--- src/rtl/cmp_irq_pkg.sv ---
package cmp_irq_pkg;
  localparam int unsigned DATA_W = 8;
  localparam int unsigned ADDR_W = 2;

  typedef enum logic [ADDR_W-1:0] {
    REG_CSR = 2'd0,
    REG_FLG = 2'd1,
    REG_ENA = 2'd2,
    REG_ICT = 2'd3
  } reg_addr_e;

  localparam int unsigned CSR_OUT_BIT  = 6;
  localparam int unsigned CSR_INV_BIT  = 4;
  localparam int unsigned FLG_BIT      = 3;
  localparam int unsigned ENA_BIT      = 3;
  localparam int unsigned ICT_PEIE_BIT = 6;
  localparam int unsigned ICT_GIE_BIT  = 7;
endpackage

--- src/rtl/cmp_sync.sv ---
module cmp_sync #(
  parameter int unsigned STAGES = 2
) (
  input  logic clk_i,
  input  logic rst_ni,
  input  logic d_i,
  output logic q_o
);
  logic [STAGES-1:0] pipe_q;

  generate
    if (STAGES == 1) begin : g_one
      always_ff @(posedge clk_i or negedge rst_ni) begin
        if (!rst_ni) pipe_q <= '0;
        else         pipe_q <= d_i;
      end
    end else begin : g_chain
      always_ff @(posedge clk_i or negedge rst_ni) begin
        if (!rst_ni) pipe_q <= '0;
        else         pipe_q <= {pipe_q[STAGES-2:0], d_i};
      end
    end
  endgenerate

  assign q_o = pipe_q[STAGES-1];
endmodule

--- src/rtl/cmp_change_det.sv ---
module cmp_change_det #(
  parameter int unsigned WARM_CYC = 3
) (
  input  logic clk_i,
  input  logic rst_ni,
  input  logic live_i,
  input  logic refresh_i,
  output logic ref_o,
  output logic mismatch_o,
  output logic set_o
);
  localparam int unsigned CNT_W = $clog2(WARM_CYC + 1);
  localparam logic [CNT_W-1:0] CNT_END = CNT_W'(WARM_CYC);

  logic [CNT_W-1:0] warm_cnt_q;
  logic             warm;
  logic             ref_q;

  assign warm = (warm_cnt_q != CNT_END);

  // reference tracks live output until the synchronizer has filled
  always_ff @(posedge clk_i or negedge rst_ni) begin
    if (!rst_ni) begin
      warm_cnt_q <= '0;
      ref_q      <= 1'b0;
    end else begin
      if (warm) warm_cnt_q <= warm_cnt_q + 1'b1;
      if (warm || refresh_i) ref_q <= live_i;
    end
  end

  assign ref_o      = ref_q;
  assign mismatch_o = !warm && (live_i != ref_q);
  // access in the same cycle swallows the change
  assign set_o      = mismatch_o && !refresh_i;
endmodule

--- src/rtl/cmp_regs.sv ---
module cmp_regs
  import cmp_irq_pkg::*;
(
  input  logic              clk_i,
  input  logic              rst_ni,
  input  logic [ADDR_W-1:0] addr_i,
  input  logic              rd_i,
  input  logic              wr_i,
  input  logic [DATA_W-1:0] wdata_i,
  input  logic              live_i,
  input  logic              set_i,
  output logic [DATA_W-1:0] rdata_o,
  output logic              csr_acc_o,
  output logic              inv_o,
  output logic              flag_o,
  output logic              irq_o
);
  logic inv_q, flag_q, ena_q, peie_q, gie_q;
  logic wr_csr, wr_flg, wr_ena, wr_ict;
  logic unused_wdata;

  assign unused_wdata = ^wdata_i;

  assign wr_csr    = wr_i && (addr_i == REG_CSR);
  assign wr_flg    = wr_i && (addr_i == REG_FLG);
  assign wr_ena    = wr_i && (addr_i == REG_ENA);
  assign wr_ict    = wr_i && (addr_i == REG_ICT);
  assign csr_acc_o = (rd_i || wr_i) && (addr_i == REG_CSR);

  always_ff @(posedge clk_i or negedge rst_ni) begin
    if (!rst_ni) begin
      inv_q  <= 1'b0;
      flag_q <= 1'b0;
      ena_q  <= 1'b0;
      peie_q <= 1'b0;
      gie_q  <= 1'b0;
    end else begin
      if (wr_csr) inv_q <= wdata_i[CSR_INV_BIT];
      // hardware set beats software clear
      if (set_i)       flag_q <= 1'b1;
      else if (wr_flg) flag_q <= wdata_i[FLG_BIT];
      if (wr_ena) ena_q <= wdata_i[ENA_BIT];
      if (wr_ict) begin
        peie_q <= wdata_i[ICT_PEIE_BIT];
        gie_q  <= wdata_i[ICT_GIE_BIT];
      end
    end
  end

  always_comb begin
    rdata_o = '0;
    if (rd_i) begin
      unique case (addr_i)
        REG_CSR: begin
          rdata_o[CSR_OUT_BIT] = live_i;
          rdata_o[CSR_INV_BIT] = inv_q;
        end
        REG_FLG: rdata_o[FLG_BIT] = flag_q;
        REG_ENA: rdata_o[ENA_BIT] = ena_q;
        REG_ICT: begin
          rdata_o[ICT_PEIE_BIT] = peie_q;
          rdata_o[ICT_GIE_BIT]  = gie_q;
        end
        default: rdata_o = '0;
      endcase
    end
  end

  assign inv_o  = inv_q;
  assign flag_o = flag_q;
  assign irq_o  = flag_q && ena_q && peie_q && gie_q;
endmodule

--- src/rtl/cmp_chg_irq.sv ---
module cmp_chg_irq
  import cmp_irq_pkg::*;
#(
  parameter int unsigned SYNC_STAGES = 2
) (
  input  logic              clk_i,
  input  logic              rst_ni,
  input  logic              cmp_async_i,
  input  logic [ADDR_W-1:0] addr_i,
  input  logic              rd_i,
  input  logic              wr_i,
  input  logic [DATA_W-1:0] wdata_i,
  output logic [DATA_W-1:0] rdata_o,
  output logic              irq_o
);
  localparam int unsigned WARM_CYC = SYNC_STAGES + 1;

  logic sync_q, inv_q, live, ref_q, mismatch, set_evt, csr_acc, flag_q;

  cmp_sync #(.STAGES(SYNC_STAGES)) u_sync (
    .clk_i (clk_i),
    .rst_ni(rst_ni),
    .d_i   (cmp_async_i),
    .q_o   (sync_q)
  );

  assign live = sync_q ^ inv_q;

  cmp_change_det #(.WARM_CYC(WARM_CYC)) u_det (
    .clk_i     (clk_i),
    .rst_ni    (rst_ni),
    .live_i    (live),
    .refresh_i (csr_acc),
    .ref_o     (ref_q),
    .mismatch_o(mismatch),
    .set_o     (set_evt)
  );

  cmp_regs u_regs (
    .clk_i    (clk_i),
    .rst_ni   (rst_ni),
    .addr_i   (addr_i),
    .rd_i     (rd_i),
    .wr_i     (wr_i),
    .wdata_i  (wdata_i),
    .live_i   (live),
    .set_i    (set_evt),
    .rdata_o  (rdata_o),
    .csr_acc_o(csr_acc),
    .inv_o    (inv_q),
    .flag_o   (flag_q),
    .irq_o    (irq_o)
  );
endmodule

--- config.mk ---
export PLATFORM = sky130hd
export DESIGN_NAME = cmp_chg_irq
export DESIGN_NICKNAME = d
export VERILOG_FILES = /design/src/rtl/cmp_irq_pkg.sv /design/src/rtl/cmp_sync.sv /design/src/rtl/cmp_change_det.sv /design/src/rtl/cmp_regs.sv /design/src/rtl/cmp_chg_irq.sv
export SDC_FILE = /design/constraint.sdc
export NUM_CORES = 1
export LEC_CHECK = 0
export BUFFER_PORTS_ARGS = -buffer_cell sky130_fd_sc_hd__buf_2
export CORE_AREA = 10 10 47 49
export CTS_CLUSTER_DIAMETER = 100
export CTS_CLUSTER_SIZE = 24
export DETAILED_ROUTE_END_ITERATION = 7
export DIE_AREA = 0 0 57 59
export PLACE_DENSITY = 0.82
export SLEW_MARGIN = 5
export SYNTH_ARGS = -nofsm -noshare
export SYNTH_HDL_FRONTEND = slang
export SYNTH_SLANG_ARGS = --single-unit
--- constraint.sdc ---
create_clock -name clk_i -period 2.3 [get_ports clk_i]
set_input_delay 0.345 -clock clk_i [delete_from_list [all_inputs] [get_ports clk_i]]
set_output_delay 0.345 -clock clk_i [all_outputs]
set_load 0.05 [all_outputs]
==> run summary, run 1 <==
achievable frequency: 0.544 GHz
slowest stage delay, CP: 0.39 ns
cell area after synthesis: 552 µm²
layout cell share with drive strength beyond 1: 0.379
pin count of the biggest net entering global routing: 11
Post-Synthesis Cells: 48
Post-Route WL: 1030 µm
register area share after synthesis: 0.454
Reg power frac: 0.493
Core Region: 0.00140 mm²
Post-Syn Area per Cell: 11.5 µm²
PortBufs: 15
Die H: 59 µm
I/O Pins: 24
Leak: 0.340 nW
Critical-path top delay cell: dfrtp_1
Final Max Tran Viols: 0
Top Family by Delay on Critical Path: flip-flops
P_sw: 0.134 mW
vias: 391
RSZ-0062 raised after global routing: no
routed wire length per instance: 12.6 µm
effective utilization at floorplan: 0.394
final setup margin: 0.462 ns
final hold vios: 0
Setup Skew: 0.000453 ns
vias in the first global route: 420
# rows: 14
Clock Pin Slew Worst Setup and Hold Paths: 0.06 ns
cell depth of the worst setup path: 4
H-Tree Depth: 1
Max FO, Critical Path: 3
WHS Path Cells: 1
post-route antenna net violation count: 0
final setup fails: 0
grt total ovfl: 0
CTS tree: yes
most common cell after layout, fill and taps aside: buf_2
vias per cell: 4.77
clock buffer depth: 2
Internal Power: 0.306 mW
P&R area growth vs syn: 19.7%
min Tclk post-route: 1.84 ns
Root Driver: clkbuf_4
fillers: 139
ant diodes: 0
DRC viols: 0
antenna violations before repair: 0
clock share of power: 0.252
# resized after CTS: 0
Comb power frac: 0.256
total global-route track usage: 0.0652
gp weighted congestion: 0.756
dpl ws: 0.633 ns
most frequent cells in the layout: 15 x buf_2, 10 x dfrtp_1, 6 x nand2_1, 6 x mux2_2, 6 x ha_1
Starting DRT DRC Count: 6
yosys warns: 0
status: finished, final reports clean
clk sinks: 10
DRT Pass-1 Iters: 4
total power: 0.440 mW
worst skew pair latency: 0.25 ns
Netlist cell types: 18
cell chain of the critical path: xor2_1, a22oi_1, nor3b_1, buf_2
WS Path Type: register to primary output
post-route setup TNS: 0 ns
Buf/Inv on CP: 1
post-CTS setup buffers: 0
global-route wire length before repair: 1780 µm
Die ar.: 0.00336 mm²
CP Launch Type: register
Final nets: 89
post-DP HPWL: 865 µm
Max IR drop VDD: 0.319 mV
Worst Path Arrival: 1.49 ns
worst min path class: input pin to register
FF-to-FF path depth: 3
CTS Buf Count: 3
Switching Share: 0.305
#FFs+latches synth: 10
Die Wd: 57 µm
CTS Hold Bufs: 1
Setup crit end kind: primary output
required time worst endpoint: 1.96 ns
Max Cap Viol: 0
Power Dens Cells: 666 mW/mm²
final worst path period share: 0.799
==> registers in the layout, summed over array words and instances (netlist names) <==
signal	flops
u_regs.gie_q	1
u_det.ref_o	1
u_sync.pipe_q	2
u_regs.peie_q	1
u_regs.flag_o	1
u_regs.inv_o	1
u_regs.ena_q	1
u_det.warm_cnt_q	2
==> worst reg2reg max path, delay by kind of cell (launching register included) <==
family,cells,cell delay (ns)
adder cells (fa/ha/maj),1,0.25
multiplexers,1,0.33
flip-flops,1,0.39
AND/OR/NAND/NOR,1,0.10
==> per-layer routing <==
metal | up-vias | part of all wire | global-route usage
met1 | 178 | 0.45 | 0.0712
met5 | - | 0 | 0
li1 | 191 | - | -
met3 | 2 | 0.16 | 0.0429
met4 | 0 | 0.0039 | 0.0503
met2 | 20 | 0.39 | 0.0868
==> synthesized netlist by cell type <==
cell / count / share of area
dfrtp_1: 10 / 0.45
xnor2_1: 2 / 0.032
mux2i_1: 1 / 0.018
nand2_1: 6 / 0.041
o21ai_1: 1 / 0.0091
and3_1: 1 / 0.011
and4_1: 1 / 0.016
nor2_1: 1 / 0.0068
ha_1: 6 / 0.14
mux2_2: 6 / 0.12
a22oi_1: 2 / 0.027
and3_2: 1 / 0.014
conb_1: 1 / 0.0068
inv_1: 2 / 0.014
xor2_1: 1 / 0.016
o21ai_0: 1 / 0.0091
buf_4: 4 / 0.054
nor3b_1: 1 / 0.014
==> power by group through the flow <==
stage	registers (mW)	clock network, mW	logic (mW)
floorplan	0.215	0	0.0911
global placement	0.219	0	0.110
detailed placement	0.220	0	0.112
CTS	0.217	0.118	0.114
global route	0.221	0.129	0.127
finish	0.217	0.111	0.112
==> logic make-up (layout without fill, tap and decap cells) <==
family,after synthesis,count (layout),share of synthesized area
DFF,10,10,0.454
buffers and inverters,6,21,0.0680
other,1,4,0.00680
AOI/OAI and AO/OA,4,4,0.0453
muxes,7,7,0.141
and+or+nand+nor,11,11,0.102
xor gates and xnor gates,3,3,0.0476
adders and majority gates,6,6,0.136
==> final timing paths <==
| path | endpoint | slack [ns] | start |
|---|---|---|---|
| worst max-delay path | rdata_o[6] | 0.46 | u_regs.inv_o |
| worst min-delay path | u_sync.pipe_q[0] | 0.19 | cmp_async_i |
| worst max register to register | u_det.ref_o | 1.12 | u_det.warm_cnt_q[0] |
| worst min register to register | u_sync.pipe_q[1] | 0.35 | u_sync.pipe_q[0] |
| max in group asynchronous | u_det.ref_o | 1.64 | rst_ni |
| min in group asynchronous | u_sync.pipe_q[0] | 0.48 | rst_ni |
==> area by class of cell <==
cell class | count | area (µm²) | share of cell area
multi-input cells | 35 | 275 | 0.417
repair buffers | 16 | 85.1 | 0.129
flip-flops and latches | 10 | 250 | 0.379
inverters | 2 | 7.51 | 0.0114
well taps | 16 | 20.0 | 0.0303
clock buffers | 3 | 22.5 | 0.0341
==> metrics by stage <==
stage	util	area, µm²	hold WS, ns	cells
floorplan	-	563	0.0494	51
global placement	0.448	628	0.209	78
detailed placement	0.448	628	0.214	78
CTS	0.471	661	0.186	82
global route	0.471	661	0.179	82
finish	0.471	661	0.195	82
No activity file was read; power rests on OpenSTA's default activity.
==> run 2: changes to the inputs <==
Settings changed: ABC_AREA from default to 1, CORE_AREA 10 10 47 49 to default, CORE_MARGIN from default to 10, CORE_UTILIZATION from default to 45, DIE_AREA 0 0 57 59 to default, PLACE_DENSITY 0.82 to 0.86.
Clock period 2.3 ns to 1.8 ns, I/O delays scaled along.
==> run 2 against run 1 <==
Global-route usage increased by 2.6 points. Clock power increased by 87%. Flip-flop and latch count unchanged. Wire length increased by 29%. Non-clock buffer count unchanged. Utilization increased by 9.6 points. Power increased by 43%. Worst hold slack got worse by 0.081 ns. Setup slack got worse by 0.32 ns. Largest cell class unchanged.
==> run summary, run 2 <==
DP Area: 683 µm²
Die Wd: 56.6 µm
post-route antenna net violation count: 0
Netlist cell types: 17
ant diodes: 0
post-route setup TNS: 0 ns
dpl ws: 0.273 ns
Post-synth EDFFs: 0
Setup Skew: 0.0106 ns
most numerous cell on the critical path: nand2_1
worst skew pair latency: 0.27 ns
layout cell share with drive strength beyond 1: 0.250
final worst path period share: 0.921
CP Launch Type: register
Commonest cells post-synth: 24 x nand2_1, 10 x dfrtp_1, 10 x inv_1, 6 x ha_1, 5 x nor2_1
register area share after synthesis: 0.415
final setup fails: 0
clk sinks: 10
min Tclk post-route: 1.66 ns
fin area: 729 µm²
Clock Pin Slew Worst Setup and Hold Paths: 0.07 ns
top-area cell type share of the netlist area: 0.415
Setup crit end kind: primary output
# rows: 13
RSZ-0062 raised after global routing: no
Max IR drop VDD: 0.732 mV
Async SR Flop Fraction: 1.00
Max FO, Critical Path: 4
CTS Buf Count: 3
most frequent cells in the layout: 24 x nand2_1, 15 x buf_2, 10 x inv_1, 10 x dfrtp_1, 6 x ha_1
grt total ovfl: 0
cell with the most instances after synthesis: nand2_1
PortBufs: 15
largest registers: u_det.warm_cnt_q (2), u_sync.pipe_q (2)
status: finished, final reports clean
Top Family by Delay on Critical Path: flip-flops
clock buffer depth: 2
cell chain of the critical path: inv_1, nand2_1, nand2_1, nand2_1, a21oi_1, buf_2
routed wire length per instance: 12.0 µm
Max Cap Viol: 0
worst min path class: input pin to register
vias in the first global route: 571
Post-Route WL: 1340 µm
Critical-path top delay cell: dfrtp_1
total global-route track usage: 0.0912
Final nets: 118
P&R area growth vs syn: 21.0%
Post-Synthesis Cells: 77
post-DP HPWL: 1030 µm
Final Max Tran Viols: 0
Synth area leaders: dfrtp_1 41%, nand2_1 15%, ha_1 12%
cell area after synthesis: 603 µm²
Leak: 0.416 nW
fillers: 119
global-route wire length before repair: 2370 µm
effective utilization at floorplan: 0.469
WS Path Type: register to primary output
Post-Syn Area per Cell: 7.83 µm²
yosys warns: 0
gp weighted congestion: 0.926
vias per cell: 4.59
antenna violations before repair: 0
DRT Pass-1 Iters: 4
slowest stage delay, CP: 0.40 ns
Power Dens Cells: 861 mW/mm²
Buf/Inv on CP: 2
I/O Pins: 24
most common cell after layout, fill and taps aside: nand2_1
top_reg_cell synth: dfrtp_1
pin count of the biggest net entering global routing: 11
#FFs+latches synth: 10
final setup margin: 0.143 ns
Die ar.: 0.00320 mm²
DRC viols: 0
H-Tree Depth: 1
CTS tree: yes
required time worst endpoint: 1.53 ns
Starting DRT DRC Count: 15
achievable frequency: 0.603 GHz
vias: 510
Die H: 56.6 µm
Root Driver: clkbuf_4
Worst Path Arrival: 1.39 ns
Core Region: 0.00128 mm²
final hold vios: 0
leading area contributor after synthesis: dfrtp_1
## run 2: cell count changes after synthesis, moves of 2 or more
cell / previous run / this run
a22oi_1: 2 / 0
inv_2: 0 / 2
nand3_1: 0 / 4
mux2_2: 6 / 1
nor2_1: 1 / 5
a21oi_1: 0 / 4
nand2_1: 6 / 24
inv_1: 2 / 10
## run 2: worst reg2reg max path, stage by stage, from the launching register on
cell and delay (ns):
dfrtp_1 0.37, ha_1 0.23, mux2_2 0.34
## run 2: where the power goes
part | internal [mW] | total (mW) | switching [mW]
sequential | 0.249 | 0.267 | 0.0173
clock | 0.123 | 0.208 | 0.0858
combinational | 0.0451 | 0.153 | 0.108
## run 2: stage by stage
step                       util  hold slack, ns  instances  total power [mW]
after floorplan               -         -0.0256         80             0.385
after global placement    0.532           0.141        106             0.416
after detailed placement  0.532           0.143        106             0.422
after CTS                 0.568           0.107        111             0.633
after global routing      0.568           0.106        111             0.671
final                     0.568           0.114        111             0.628
## run 2: final cells by class
type	instances	area (µm²)	area share
inverters	12	45.0	0.0617
flip-flops and latches	10	250	0.343
repair buffers	16	85.1	0.117
well taps	15	18.8	0.0257
clock buffers	4	36.3	0.0497
multi-input cells	54	294	0.403
## run 2: what timing repair did
action	in CTS	in global routing
gates resized for setup	0	0
setup buffers	0	0
hold endpoints to repair	10	0
hold buffers	1	0
## run 2: logic make-up (layout without fill, tap and decap cells)
family / Yosys count / in the layout / share of synthesized area
other: 1 / 4 / 0.00622
flip-flops: 10 / 10 / 0.415
adder cells (fa/ha/maj): 6 / 6 / 0.124
AO/OA/AOI/OAI: 8 / 8 / 0.0726
buffers and inverters: 16 / 32 / 0.124
XOR/XNOR: 1 / 1 / 0.0145
AND/OR/NAND/NOR: 34 / 34 / 0.224
multiplexers: 1 / 1 / 0.0187
## run 2: metal layers
metal | part of all wire | wire, µm | global-route usage
met5 | 0 | 0 | 0
met2 | 0.54 | 727 | 0.165
met1 | 0.40 | 539 | 0.0852
met4 | 0 | 0 | 0.0447
met3 | 0.052 | 70 | 0.0382
## run 2: worst paths after layout
| kind | startpoint | endpoint | slack (ns) | cells past startpoint |
|---|---|---|---|---|
| max | u_regs.inv_o | rdata_o[6] | 0.14 | 6 |
| min | cmp_async_i | u_sync.pipe_q[0] | 0.11 | 1 |
| max reg2reg | u_det.warm_cnt_q[0] | u_det.warm_cnt_q[1] | 0.74 | 2 |
| min reg2reg | u_sync.pipe_q[0] | u_sync.pipe_q[1] | 0.35 | 0 |
| max in group asynchronous | rst_ni | u_det.warm_cnt_q[1] | 1.22 | 2 |
| min in group asynchronous | rst_ni | u_regs.gie_q | 0.38 | 2 |
==> run 3: changes to the inputs <==
--- a/config.mk
+++ b/config.mk
@@ -9,2 +9,3 @@
 export BUFFER_PORTS_ARGS = -buffer_cell sky130_fd_sc_hd__buf_2
+export CAP_MARGIN = 20
 export CORE_MARGIN = 10
--- a/constraint.sdc
+++ b/constraint.sdc
@@ -3,2 +3,2 @@
 set_output_delay 0.27 -clock clk_i [all_outputs]
-set_load 0.05 [all_outputs]
+set_load 0.01 [all_outputs]
==> run 3 against run 2 <==
Worst hold slack improved by 0.0012 ns. Combinational power decreased by 26%. Sequential share of layout area increased by 0.91 points. Via count decreased by 2.9%. Maximum frequency increased by 10%. Non-clock buffer count unchanged. Critical path depth unchanged. Count of clock-buffer cells in the layout decreased by 1. Final cell count decreased by 0.90%. Sequential power about the same.
==> run summary, run 3 (synthesis gave the netlist of run 2 again) <==
final setup fails: 0
# rows: 13
Final Max Tran Viols: 0
Setup crit end: rdata_o[6]
worst r2r dst: u_det.warm_cnt_q[1]
worst min path class: input pin to register
Final nets: 118
worst skew pair latency: 0.26 ns
gp weighted congestion: 0.770
Die H: 56.6 µm
min Tclk post-route: 1.50 ns
clk sinks: 10
PortBufs: 15
most common cell after layout, fill and taps aside: nand2_1
post-DP HPWL: 1010 µm
Cell Count, Final, Fillers Out: 110
vias: 495
ant diodes: 0
Leak: 0.408 nW
layout cell share with drive strength beyond 1: 0.232
placed cells: 106
Setup crit end kind: primary output
Setup Skew: 0.00505 ns
Core Region: 0.00128 mm²
status: finished, final reports clean
grt total ovfl: 0
FF-to-FF setup slack: 0.72 ns
CP Launch Point: u_regs.inv_o
largest registers: u_det.warm_cnt_q (2), u_sync.pipe_q (2)
RR Startpoint: u_det.warm_cnt_q[0]
Max FO, Critical Path: 4
pin count of the biggest net entering global routing: 11
final hold vios: 0
Starting DRT DRC Count: 7
vias per cell: 4.50
global-route wire length before repair: 2080 µm
achievable frequency: 0.665 GHz
total global-route track usage: 0.0798
CP Launch Type: register
Die Wd: 56.6 µm
CTS Buf Count: 3
FF+latch area: 250 µm²
post-route setup TNS: 0 ns
area of the multi-input gates: 289 µm²
I/O Pins: 24
CTS tree: yes
Root Driver: clkbuf_4
DRT Pass-1 Iters: 3
RSZ-0062 raised after global routing: no
WS Path Type: register to primary output
post-route antenna net violation count: 0
Die ar.: 0.00320 mm²
P&R area growth vs syn: 17.8%
antenna violations before repair: 0
required time worst endpoint: 1.53 ns
Max Cap Viol: 0
# resized after CTS: 0
DRC viols: 0
fillers: 120
Clock Pin Slew Worst Setup and Hold Paths: 0.06 ns
clock buffer depth: 2
H-Tree Depth: 1
Power Dens Cells: 733 mW/mm²
FF-to-FF path depth: 2
Post-Route WL: 1190 µm
Worst Path Arrival: 1.23 ns
effective utilization at floorplan: 0.469
Max IR drop VDD: 0.552 mV
most frequent cells in the layout: 24 x nand2_1, 15 x buf_2, 10 x inv_1, 10 x dfrtp_1, 6 x ha_1
routed wire length per instance: 10.8 µm
vias in the first global route: 518
final worst path period share: 0.836
-- run 3: worst min path at each step --
stage	from	end	slack, ns	depth (start not counted)
6_report	cmp_async_i	u_sync.pipe_q[0]	0.11	1
5_1_grt	cmp_async_i	u_sync.pipe_q[0]	0.09	1
4_1_cts	cmp_async_i	u_sync.pipe_q[0]	0.11	1
3_5_place_dp	rst_ni	u_det.warm_cnt_q[1]	0.14	1
3_3_place_gp	rst_ni	u_regs.gie_q	0.13	1
2_1_floorplan	rst_ni	u_det.ref_o	-0.03	0
-- run 3: metal layers --
layer  vias to the layer above  track usage  routed length (µm)
met5                         -            0                   0
met4                         0       0.0412                  10
met3                         2       0.0584                 122
met2                        17        0.130                 561
met1                       210       0.0710                 496
li1                        266            -                   -
-- run 3: worst max-delay path: stages, from the launching register on --
cell	delay (ns)
dfrtp_1	0.39
inv_1	0.11
nand2_1	0.08
nand2_1	0.10
nand2_1	0.05
a21oi_1	0.10
buf_2	0.14
-- run 3: cell type report --
| cell class | count | share of cell area |
|---|---|---|
| Inverter | 12 | 0.0634 |
| Sequential cell | 10 | 0.352 |
| Multi-Input combinational cell | 54 | 0.407 |
| Timing Repair Buffer | 16 | 0.120 |
| Clock buffer | 3 | 0.0317 |
| Tap cell | 15 | 0.0264 |
-- run 3: repair_timing --
item | CTS | global route
hold buffers | 1 | 0
endpoints found under the hold margin | 10 | 0
setup buffers | 0 | 0
-- run 3: stage by stage --
step	cell area (µm²)	total power, mW	hold slack (ns)	util	setup slack, ns
after floorplan	614	0.346	-0.0256	-	0.562
after global placement	678	0.377	0.134	0.528	0.411
after detailed placement	678	0.383	0.137	0.528	0.383
after CTS	711	0.529	0.108	0.553	0.277
after global routing	711	0.571	0.0907	0.553	0.158
final	711	0.521	0.115	0.553	0.296
-- run 3: power breakdown --
part | internal (mW) | switching (mW) | total (mW)
registers | 0.250 | 0.0156 | 0.265
logic | 0.0445 | 0.0686 | 0.113
clock network | 0.0767 | 0.0659 | 0.143
